<file path="src/rtl/twb_cs_pkg.sv">
package twb_cs_pkg;
   typedef enum logic [1:0] {
      MD_SRX = 2'b00,
      MD_STX = 2'b01,
      MD_MTX = 2'b10,
      MD_MRX = 2'b11
   } twb_mode_e;

   localparam int CB_PIN = 7;
   localparam int CB_ESO = 6;
   localparam int CB_ES1 = 5;
   localparam int CB_ES2 = 4;
   localparam int CB_ENI = 3;
   localparam int CB_STA = 2;
   localparam int CB_STO = 1;
   localparam int CB_ACK = 0;

   typedef struct packed {
      logic sts;
      logic ber;
      logic lrb;
      logic aas;
      logic ad0;
      logic lab;
      logic bb;
   } twb_flags_t;

   typedef struct packed {
      logic start;
      logic rstart;
      logic stop;
      logic chain;
   } twb_req_t;

   function automatic logic is_master(twb_mode_e m);
      return m[1];
   endfunction

   function automatic logic is_tx(twb_mode_e m);
      return (m == MD_STX) || (m == MD_MTX);
   endfunction
endpackage

</file>
<file path="src/rtl/twb_cmd_dec.sv">
module twb_cmd_dec
   import twb_cs_pkg::*;
#(
   parameter bit CHAIN_EN = 1'b1
) (
   input  logic      clk,
   input  logic      rst_n,
   input  logic      ctl_wr,
   input  logic      sta,
   input  logic      sto,
   input  twb_mode_e mode,
   output logic      start_cmd,
   output twb_req_t  req_q
);
   twb_req_t req_d;
   logic     chain_ok;

   generate
      if (CHAIN_EN) begin : g_chain
         assign chain_ok = 1'b1;
      end else begin : g_nochain
         assign chain_ok = 1'b0;
      end
   endgenerate

   always_comb begin
      req_d = '0;
      if (ctl_wr) begin
         case ({sta, sto})
            2'b10: begin
               req_d.start  = !is_master(mode);
               req_d.rstart = (mode == MD_MTX);
            end
            2'b01:   req_d.stop  = is_master(mode);
            2'b11:   req_d.chain = is_master(mode) && chain_ok;
            default: req_d = '0;
         endcase
      end
   end

   assign start_cmd = req_d.start | req_d.rstart | req_d.chain;

   always_ff @(posedge clk or negedge rst_n) begin
      if (!rst_n) req_q <= '0;
      else        req_q <= req_d;
   end
endmodule

</file>
<file path="src/rtl/twb_hs_flag.sv">
module twb_hs_flag
   import twb_cs_pkg::*;
(
   input  logic      clk,
   input  logic      rst_n,
   input  logic      sw_set,
   input  logic      cmd_set,
   input  logic      dat_wr,
   input  logic      dat_rd,
   input  twb_mode_e mode,
   input  logic      byte_done,
   input  logic      misplaced,
   output logic      pin
);
   logic host_set;
   logic bus_clr;

   assign host_set = sw_set | cmd_set
                   | (dat_wr &&  is_tx(mode))
                   | (dat_rd && !is_tx(mode));
   assign bus_clr  = byte_done | misplaced;

   always_ff @(posedge clk or negedge rst_n) begin
      if (!rst_n)        pin <= 1'b1;
      else if (bus_clr)  pin <= 1'b0;
      else if (host_set) pin <= 1'b1;
   end
endmodule

</file>
<file path="src/rtl/twb_stat_flags.sv">
module twb_stat_flags
   import twb_cs_pkg::*;
(
   input  logic       clk,
   input  logic       rst_n,
   input  logic       sw_clr,
   input  twb_mode_e  mode,
   input  logic       ev_start,
   input  logic       ev_stop,
   input  logic       ev_arb_lost,
   input  logic       ev_addr_hit,
   input  logic       ev_gen_call,
   input  logic       ev_misplaced,
   input  logic       ev_bit_vld,
   input  logic       ev_bit,
   output twb_flags_t flags
);
   twb_flags_t nxt;

   always_comb begin
      nxt = flags;
      // host clear first, engine events afterwards so they win
      if (sw_clr) begin
         nxt.sts = 1'b0;
         nxt.ber = 1'b0;
         nxt.lrb = 1'b0;
         nxt.aas = 1'b0;
         nxt.ad0 = 1'b0;
         nxt.lab = 1'b0;
      end
      if (ev_start) nxt.bb = 1'b0;
      if (ev_stop) begin
         nxt.bb = 1'b1;
         if (mode == MD_SRX) nxt.sts = 1'b1;
      end
      if (ev_misplaced) begin
         nxt.ber = 1'b1;
         nxt.bb  = 1'b1;
      end
      if (ev_arb_lost) nxt.lab = 1'b1;
      if (ev_addr_hit) begin
         nxt.aas = 1'b1;
         nxt.ad0 = ev_gen_call;
      end
      if (ev_bit_vld) nxt.lrb = ev_bit;
   end

   always_ff @(posedge clk or negedge rst_n) begin
      if (!rst_n) begin
         flags    <= '0;
         flags.bb <= 1'b1;
      end else begin
         flags <= nxt;
      end
   end
endmodule

</file>
<file path="src/rtl/twb_cmdstat.sv">
module twb_cmdstat
   import twb_cs_pkg::*;
#(
   parameter int DW       = 8,
   parameter bit CHAIN_EN = 1'b1
) (
   input  logic          clk,
   input  logic          rst_n,
   input  logic          ctl_wr,
   input  logic [DW-1:0] wdata,
   input  logic          dat_wr,
   input  logic          dat_rd,
   input  logic [1:0]    eng_mode,
   input  logic          ev_byte_done,
   input  logic          ev_start,
   input  logic          ev_stop,
   input  logic          ev_arb_lost,
   input  logic          ev_addr_hit,
   input  logic          ev_gen_call,
   input  logic          ev_misplaced,
   input  logic          ev_bit_vld,
   input  logic          ev_bit,
   output logic [DW-1:0] stat_byte,
   output logic          ser_en,
   output logic [1:0]    reg_sel,
   output logic          irq_en,
   output logic          ack_en,
   output logic          req_start,
   output logic          req_rstart,
   output logic          req_stop,
   output logic          req_chain,
   output logic          irq_n,
   output logic          scl_hold
);
   localparam int MSB = DW - 1;

   generate
      if (DW != 8) begin : g_bad_width
         $error("twb_cmdstat: DW must be 8");
      end
   endgenerate

   twb_mode_e  mode;
   logic       sw_set;
   logic       start_cmd;
   logic       pin;
   twb_req_t   req;
   twb_flags_t flags;

   assign mode   = twb_mode_e'(eng_mode);
   assign sw_set = ctl_wr && wdata[CB_PIN];

   always_ff @(posedge clk or negedge rst_n) begin
      if (!rst_n) begin
         ser_en  <= 1'b0;
         reg_sel <= 2'b00;
         irq_en  <= 1'b0;
         ack_en  <= 1'b0;
      end else if (ctl_wr) begin
         ser_en  <= wdata[CB_ESO];
         reg_sel <= {wdata[CB_ES1], wdata[CB_ES2]};
         irq_en  <= wdata[CB_ENI];
         ack_en  <= wdata[CB_ACK];
      end
   end

   twb_cmd_dec #(.CHAIN_EN(CHAIN_EN)) u_dec (
      .clk       (clk),
      .rst_n     (rst_n),
      .ctl_wr    (ctl_wr),
      .sta       (wdata[CB_STA]),
      .sto       (wdata[CB_STO]),
      .mode      (mode),
      .start_cmd (start_cmd),
      .req_q     (req)
   );

   twb_hs_flag u_hs (
      .clk       (clk),
      .rst_n     (rst_n),
      .sw_set    (sw_set),
      .cmd_set   (start_cmd),
      .dat_wr    (dat_wr),
      .dat_rd    (dat_rd),
      .mode      (mode),
      .byte_done (ev_byte_done),
      .misplaced (ev_misplaced),
      .pin       (pin)
   );

   twb_stat_flags u_flags (
      .clk          (clk),
      .rst_n        (rst_n),
      .sw_clr       (sw_set),
      .mode         (mode),
      .ev_start     (ev_start),
      .ev_stop      (ev_stop),
      .ev_arb_lost  (ev_arb_lost),
      .ev_addr_hit  (ev_addr_hit),
      .ev_gen_call  (ev_gen_call),
      .ev_misplaced (ev_misplaced),
      .ev_bit_vld   (ev_bit_vld),
      .ev_bit       (ev_bit),
      .flags        (flags)
   );

   assign stat_byte[MSB] = pin;
   assign stat_byte[6]   = 1'b0;
   assign stat_byte[5]   = flags.sts;
   assign stat_byte[4]   = flags.ber;
   assign stat_byte[3]   = flags.aas ? flags.ad0 : flags.lrb;
   assign stat_byte[2]   = flags.aas;
   assign stat_byte[1]   = flags.lab;
   assign stat_byte[0]   = flags.bb;

   assign req_start  = req.start;
   assign req_rstart = req.rstart;
   assign req_stop   = req.stop;
   assign req_chain  = req.chain;

   assign irq_n    = !(irq_en && !pin);
   assign scl_hold = !pin && !is_master(mode);
endmodule

</file>
<file path="config.mk">
export PLATFORM = sky130hd
export DESIGN_NAME = twb_cmdstat
export DESIGN_NICKNAME = d
export VERILOG_FILES = /design/src/rtl/twb_cs_pkg.sv /design/src/rtl/twb_cmd_dec.sv /design/src/rtl/twb_hs_flag.sv /design/src/rtl/twb_stat_flags.sv /design/src/rtl/twb_cmdstat.sv
export SDC_FILE = /design/constraint.sdc
export NUM_CORES = 1
export LEC_CHECK = 0
export BUFFER_PORTS_ARGS = -buffer_cell sky130_fd_sc_hd__buf_4
export CAP_MARGIN = 25
export CORE_ASPECT_RATIO = 0.6
export CORE_MARGIN = 2
export CORE_UTILIZATION = 27
export DETAILED_ROUTE_END_ITERATION = 8
export PLACE_DENSITY_LB_ADDON = 0.25
export SLEW_MARGIN = 25
export SYNTH_ARGS = -nofsm -noshare
export SYNTH_HDL_FRONTEND = slang
export SYNTH_SLANG_ARGS = --single-unit
</file>
<file path="constraint.sdc">
create_clock -name clk -period 3.1 [get_ports clk]
set_clock_uncertainty 0.2 [all_clocks]
set_input_delay 0.155 -clock clk [delete_from_list [all_inputs] [get_ports clk]]
set_output_delay 0.155 -clock clk [all_outputs]
set_load 0.05 [all_outputs]
</file>
==> results.sh, run 1 <==
export IMPL_antenna_found_initial=0
export IMPL_seqPwrFrac=0.418
export IMPL_ant_nets=0
export IMPL_syn_avg_cell_area_um2=12.11
export IMPL_cts_tree="built"
export IMPL_grt_pass1_wl_um=2753
export IMPL_endpoint_kind="flip-flop"
export IMPL_cp_slowest_cell="dlygate4sd3_1"
export IMPL_pwr_share_clk=0.281
export IMPL_synthFlopType="dfrtp_1"
export IMPL_power_density_nw_per_um2=445.7
export IMPL_vdd_drop_max_mv=0.1880
export IMPL_synth_fp_nets=91
export IMPL_drive_above_1_share=0.4553
export IMPL_syn_to_final_growth_pct=68.84
export IMPL_netlist_instances=65
export IMPL_num_antenna_cells=0
export IMPL_setup_violations_final=0
export IMPL_place_inst=132
export IMPL_cts_made_buffers=3
export IMPL_multi_input_area_um2=276.5
export IMPL_p_sw_uw=186.2
export IMPL_postPlaceCellArea_um2=1074
export IMPL_dp_hpwl_um=1311
export IMPL_cp_start_kind="input port"
export IMPL_post_cts_buffers=0
export IMPL_root_buffer="clkbuf_8"
export IMPL_synth_top_area_share=0.4769
export IMPL_synthArstFlopShare=1.000
export IMPL_synth_cell_types=24
export IMPL_synth_ff_latch_count=17
export IMPL_hold_buffers=21
export IMPL_fp_dieH_um=45.82
export IMPL_grt_max_degree=18
export IMPL_cp_data_required_time_ns=3.08
export IMPL_std_cell_rows=15
export IMPL_cp_top_family="buffers and inverters"
export IMPL_swShare=0.3144
export IMPL_critPathMaxStageDelay_ns=0.52
export IMPL_cts_sinks=17
export IMPL_viasPerCell=4.146
export IMPL_yosysWarnings=0
export IMPL_synthTopCellsByCount="dfrtp_1, buf_4, nor2_1"
export IMPL_ys_seq_area_frac=0.5437
export IMPL_drt_iter0_markers=12
export IMPL_cp_max_fo=6
export IMPL_layout_nets=150
export IMPL_wl_per_cell_um=11.15
export IMPL_final_area_um2=1329
export IMPL_synth_top_area_cell="dfrtp_1"
export IMPL_drv_cap=0
export IMPL_cts_htree_levels=1
export IMPL_cts_clk_slew_worst_paths_ns=0.07
export IMPL_clock_latency_ns=0.25
export IMPL_holdPathStages=3
export IMPL_synth_most_common_cell="dfrtp_1"
export IMPL_r2r_cells=3
export IMPL_p_int_uw=406.1
export IMPL_crit_cells=7
export IMPL_crit_type="input port to flip-flop"
export IMPL_comb_power_share=0.300
export IMPL_reg2reg_to="u_flags.flags[0]"
export IMPL_holdPathEnd="u_dec.req_q[0]"
export IMPL_grt_pass1_vias=623
export IMPL_min_period_ns=1.672
export IMPL_status="complete, no violations"
export IMPL_io_buffers=41
export IMPL_start_util=0.2796
export IMPL_hold_class="input port to flip-flop"
export IMPL_min_from="ctl_wr"
export IMPL_track_usage=0.1103
export IMPL_hold_viol_final=0
export IMPL_drcViolationCount=0
export IMPL_clock_fmax_ghz=0.5980
export IMPL_leakage_nw=0.6679
export IMPL_firstDrtPassIters=4
export IMPL_vias=651
export IMPL_fillers=278
export IMPL_die_w_um=73.70
export IMPL_fin_crit_sh=0.5394
export IMPL_wirelength_um=1750
export IMPL_die_area_um2=3377
export IMPL_synth_area_um2=787.0
export IMPL_rrSetupSlack_ns=1.59
export IMPL_fin_util=0.4720
export IMPL_fin_tns_setup_ns=0
export IMPL_io_pins=43
export IMPL_synthTopCellsByArea="dfrtp_1, mux2_2, buf_4"
export IMPL_ctsResizeCount=0
export IMPL_crit_buf_inv=3
export IMPL_synth_edf_count=0
export IMPL_regArea_um2=427.9
export IMPL_clockBufferDepth=2
export IMPL_rsz0062_at_grt="false"
export IMPL_worstPathCellList="dlygate4sd3_1, buf_4, inv_1, ha_1, mux2i_1, nand3b_1, o31a_1"
export IMPL_gp_congestion=0.6377
export IMPL_layout_cells_non_filler=157
export IMPL_cp_arrival_ns=1.65
export IMPL_core_um2=2815
export IMPL_slew_viol_final=0
export IMPL_total_power_uw=592.2
export IMPL_overflow=0
export IMPL_rr_startpoint="u_flags.flags[0]"
==> power groups by stage <==
stage                     clock network, mW  logic, mW  registers, mW
after detailed placement                  0      0.158          0.252
final                                 0.167      0.178          0.248
after global placement                    0      0.156          0.251
after CTS                             0.172      0.180          0.248
after floorplan                           0     0.0777          0.277
after global routing                  0.180      0.189          0.250
==> through the flow <==
step	setup slack (ns)	hold WS, ns
after global routing	1.359	0.04610
after global placement	1.735	-0.1658
after floorplan	1.710	-0.3406
final	1.428	0.04395
after CTS	1.416	0.03754
after detailed placement	1.698	-0.1699
==> worst reg2reg max path, delay by kind of cell, from the launching register on <==
family | cells | cell delay [ns]
flops | 1 | 0.53
buf+inv | 2 | 0.59
compound gates | 1 | 0.13
==> kinds of logic (layout without fill, tap and decap cells) <==
| group | Yosys count | after routing | synth area share |
|---|---|---|---|
| AO/OA/AOI/OAI | 9 | 9 | 0.08108 |
| multiplexers | 7 | 7 | 0.09856 |
| flip-flops | 17 | 17 | 0.5437 |
| buffers and inverters | 13 | 71 | 0.1049 |
| adder cells (fa/ha/maj) | 2 | 2 | 0.03179 |
| other | 1 | 1 | 0.004765 |
| AND/OR/NAND/NOR | 16 | 16 | 0.1351 |
==> registers in the layout (all words and copies together), names as in the netlist <==
| register | flops |
|---|---|
| ser_en | 1 |
| u_hs.pin | 1 |
| irq_en | 1 |
| u_dec.req_q | 4 |
| ack_en | 1 |
| u_flags.flags | 7 |
| reg_sel | 2 |
==> metal layers <==
layer,vias up,wire [um],GRT usage
met5,-,0,0
met2,18,916,0.1911
met1,311,715,0.1318
met3,2,106,0.04425
li1,320,-,-
met4,0,12,0.02182
==> worst max-delay path by stage <==
stage	start	end	slack, ns
after floorplan	irq_en	irq_n	1.71
after global placement	eng_mode[1]	u_hs.pin	1.73
after detailed placement	eng_mode[1]	u_hs.pin	1.70
after CTS	eng_mode[1]	u_hs.pin	1.42
after global routing	eng_mode[1]	u_hs.pin	1.36
final	eng_mode[1]	u_hs.pin	1.43
==> cells in the final DEF (no fill, tap or decap), types with 2 or more instances in the layout <==
| cell | count |
|---|---|
| buf_4 | 41 |
| dlygate4sd3_1 | 21 |
| dfrtp_1 | 15 |
| nor2_1 | 6 |
| inv_1 | 5 |
| mux2_2 | 5 |
| nand2_1 | 4 |
| a21o_1 | 3 |
| clkbuf_8 | 3 |
| o21ai_0 | 2 |
| ha_1 | 2 |
| dfstp_2 | 2 |
==> cell type report <==
| cell class | count | area share |
|---|---|---|
| Clock buffer | 4 | 0.03390 |
| Timing Repair Buffer | 62 | 0.3898 |
| Sequential cell | 17 | 0.3220 |
| Multi-Input combinational cell | 35 | 0.2081 |
| Tap cell | 34 | 0.03202 |
| Inverter | 5 | 0.01412 |
(Power assumes the default switching activity.)
==> inputs of run 2 (changes only) <==
clock period = 1.5 ns   (was 3.1 ns; I/O delays follow)
==> run 2 against run 1 <==
Highest routed layer unchanged. First-iteration DRC count grew to 3.7 times the previous value. Final cell count is 2.5% higher. Via count is 3.4% higher. The flow now finishes with violations (negative hold slack). Routed wire length is 11% higher.
==> results.sh, run 2 (same netlist as run 1, synthesis figures left out) <==
export IMPL_status="finished with violations"
export IMPL_violations="negative hold slack"
export IMPL_reg_top3="u_flags.flags (7), u_dec.req_q (4), reg_sel (2)"
export IMPL_cp_slowest_cell="dlygate4sd3_1"
export IMPL_cts_tree="built"
export IMPL_total_power_mw=1.232
export IMPL_leakage_nw=0.6812
export IMPL_post_cts_buffers=0
export IMPL_cts_made_buffers=3
export IMPL_setup_violations_final=0
export IMPL_cp_start_kind="input port"
export IMPL_final_cell_mix="buf_4, dlygate4sd3_1, dfrtp_1"
export IMPL_cp_arrival_ns=1.39
export IMPL_endpoint_kind="flip-flop"
export IMPL_track_usage=0.1189
export IMPL_num_antenna_cells=0
export IMPL_worstPathCellList="dlygate4sd3_1, buf_6, nand3_4, nor2_1, dlygate4sd3_1"
export IMPL_cts_sinks=17
export IMPL_fin_crit_sh=0.9716
export IMPL_max_flop_register="u_flags.flags"
export IMPL_drive_above_1_share=0.4488
export IMPL_min_period_ns=1.457
export IMPL_antenna_found_initial=0
export IMPL_std_cell_rows=15
export IMPL_startpoint="wdata[1]"
export IMPL_core_um2=2815
export IMPL_path_common_cell="dlygate4sd3_1"
export IMPL_cp_max_fo=2
export IMPL_ant_nets=0
export IMPL_io_pins=43
export IMPL_grt_pass1_wl_um=2898
export IMPL_wl_per_cell_um=12.09
export IMPL_critPathMaxStageDelay_ns=0.55
export IMPL_die_w_um=73.70
export IMPL_crit_type="input port to flip-flop"
export IMPL_clock_fmax_ghz=0.6861
export IMPL_drv_cap=0
export IMPL_vdd_drop_max_mv=0.3851
export IMPL_drcViolationCount=0
export IMPL_clockBufferDepth=2
export IMPL_clock_latency_ns=0.25
export IMPL_cp_data_required_time_ns=1.44
export IMPL_cts_clk_slew_worst_paths_ns=0.06
export IMPL_vias=673
export IMPL_wirelength_um=1947
export IMPL_layout_nets=154
export IMPL_min_from="ctl_wr"
export IMPL_dp_hpwl_um=1311
export IMPL_timing_hold_ws_ns=-0.07145
export IMPL_fp_dieH_um=45.82
export IMPL_drt_iter0_markers=44
export IMPL_grt_max_degree=18
export IMPL_grt_pass1_vias=625
export IMPL_syn_to_final_growth_pct=75.04
export IMPL_start_util=0.2796
export IMPL_fin_tns_setup_ns=0
export IMPL_power_density_nw_per_um2=894.3
export IMPL_viasPerCell=4.180
export IMPL_slew_viol_final=0
export IMPL_gp_congestion=0.6378
export IMPL_rsz0062_at_grt="false"
export IMPL_rr_startpoint="u_hs.pin"
export IMPL_final_common_cell="buf_4"
export IMPL_cts_htree_levels=1
export IMPL_hold_viol_final=2
export IMPL_overflow=0
export IMPL_root_buffer="clkbuf_8"
export IMPL_firstDrtPassIters=4
export IMPL_die_area_um2=3377
export IMPL_largest_reg_flops=7
export IMPL_io_buffers=41
export IMPL_hold_class="input port to flip-flop"
-- run 2: area by class of cell --
class,count,area [um^2]
Fill cell,276,1438
Timing Repair Buffer,66,561.8
Sequential cell,17,427.9
Multi-Input combinational cell,35,281.5
Clock buffer,4,45.04
Tap cell,34,42.54
Inverter,5,18.77
-- run 2: worst paths after layout --
path	slack [ns]	end	cells after the start
max	0.04	u_dec.req_q[1]	5
min	-0.07	u_dec.req_q[0]	3
max reg2reg	0.44	u_hs.pin	2
min reg2reg	0.27	u_flags.flags[0]	2
max in group asynchronous	0.83	u_hs.pin	2
min in group asynchronous	0.02	u_flags.flags[6]	2
-- run 2: metrics by stage --
stage,instances,instance area (um^2),hold WS [ns],utilization,setup slack [ns]
after floorplan,65,787.0,-0.4206,-,0.1902
after global placement,132,1074,-0.2458,0.3813,0.2149
after detailed placement,132,1074,-0.2499,0.3813,0.1782
after CTS,162,1379,0.007294,0.4898,0.02481
after global routing,161,1378,-0.06538,0.4893,0.004807
final,161,1378,-0.07145,0.4893,0.04259
-- run 2: power by group --
part / switching (mW) / total [mW] / internal [mW]
clock: 0.150 / 0.339 / 0.188
combinational: 0.216 / 0.380 / 0.164
sequential: 0.0201 / 0.514 / 0.493
total: 0.386 / 1.23 / 0.846
-- run 2: timing repair --
item / 4_1_cts / 5_1_grt
endpoints found under the hold margin: 34 / 3
gates resized for setup: 0 / 3
hold buffers: 26 / 2
setup endpoints to repair: 0 / 3
-- run 2: layer usage --
metal / vias up / global-route usage / part of all wire
met1: 321 / 0.1481 / 0.42
li1: 326 / - / -
met5: - / 0 / 0
met3: 4 / 0.04425 / 0.063
met2: 22 / 0.2018 / 0.50
met4: 0 / 0.02182 / 0.015
-- run 2: critical path: cells and delay by family --
family | cells | cell delay (ns)
buf+inv | 3 | 1.22
simple gates | 2 | 0.10
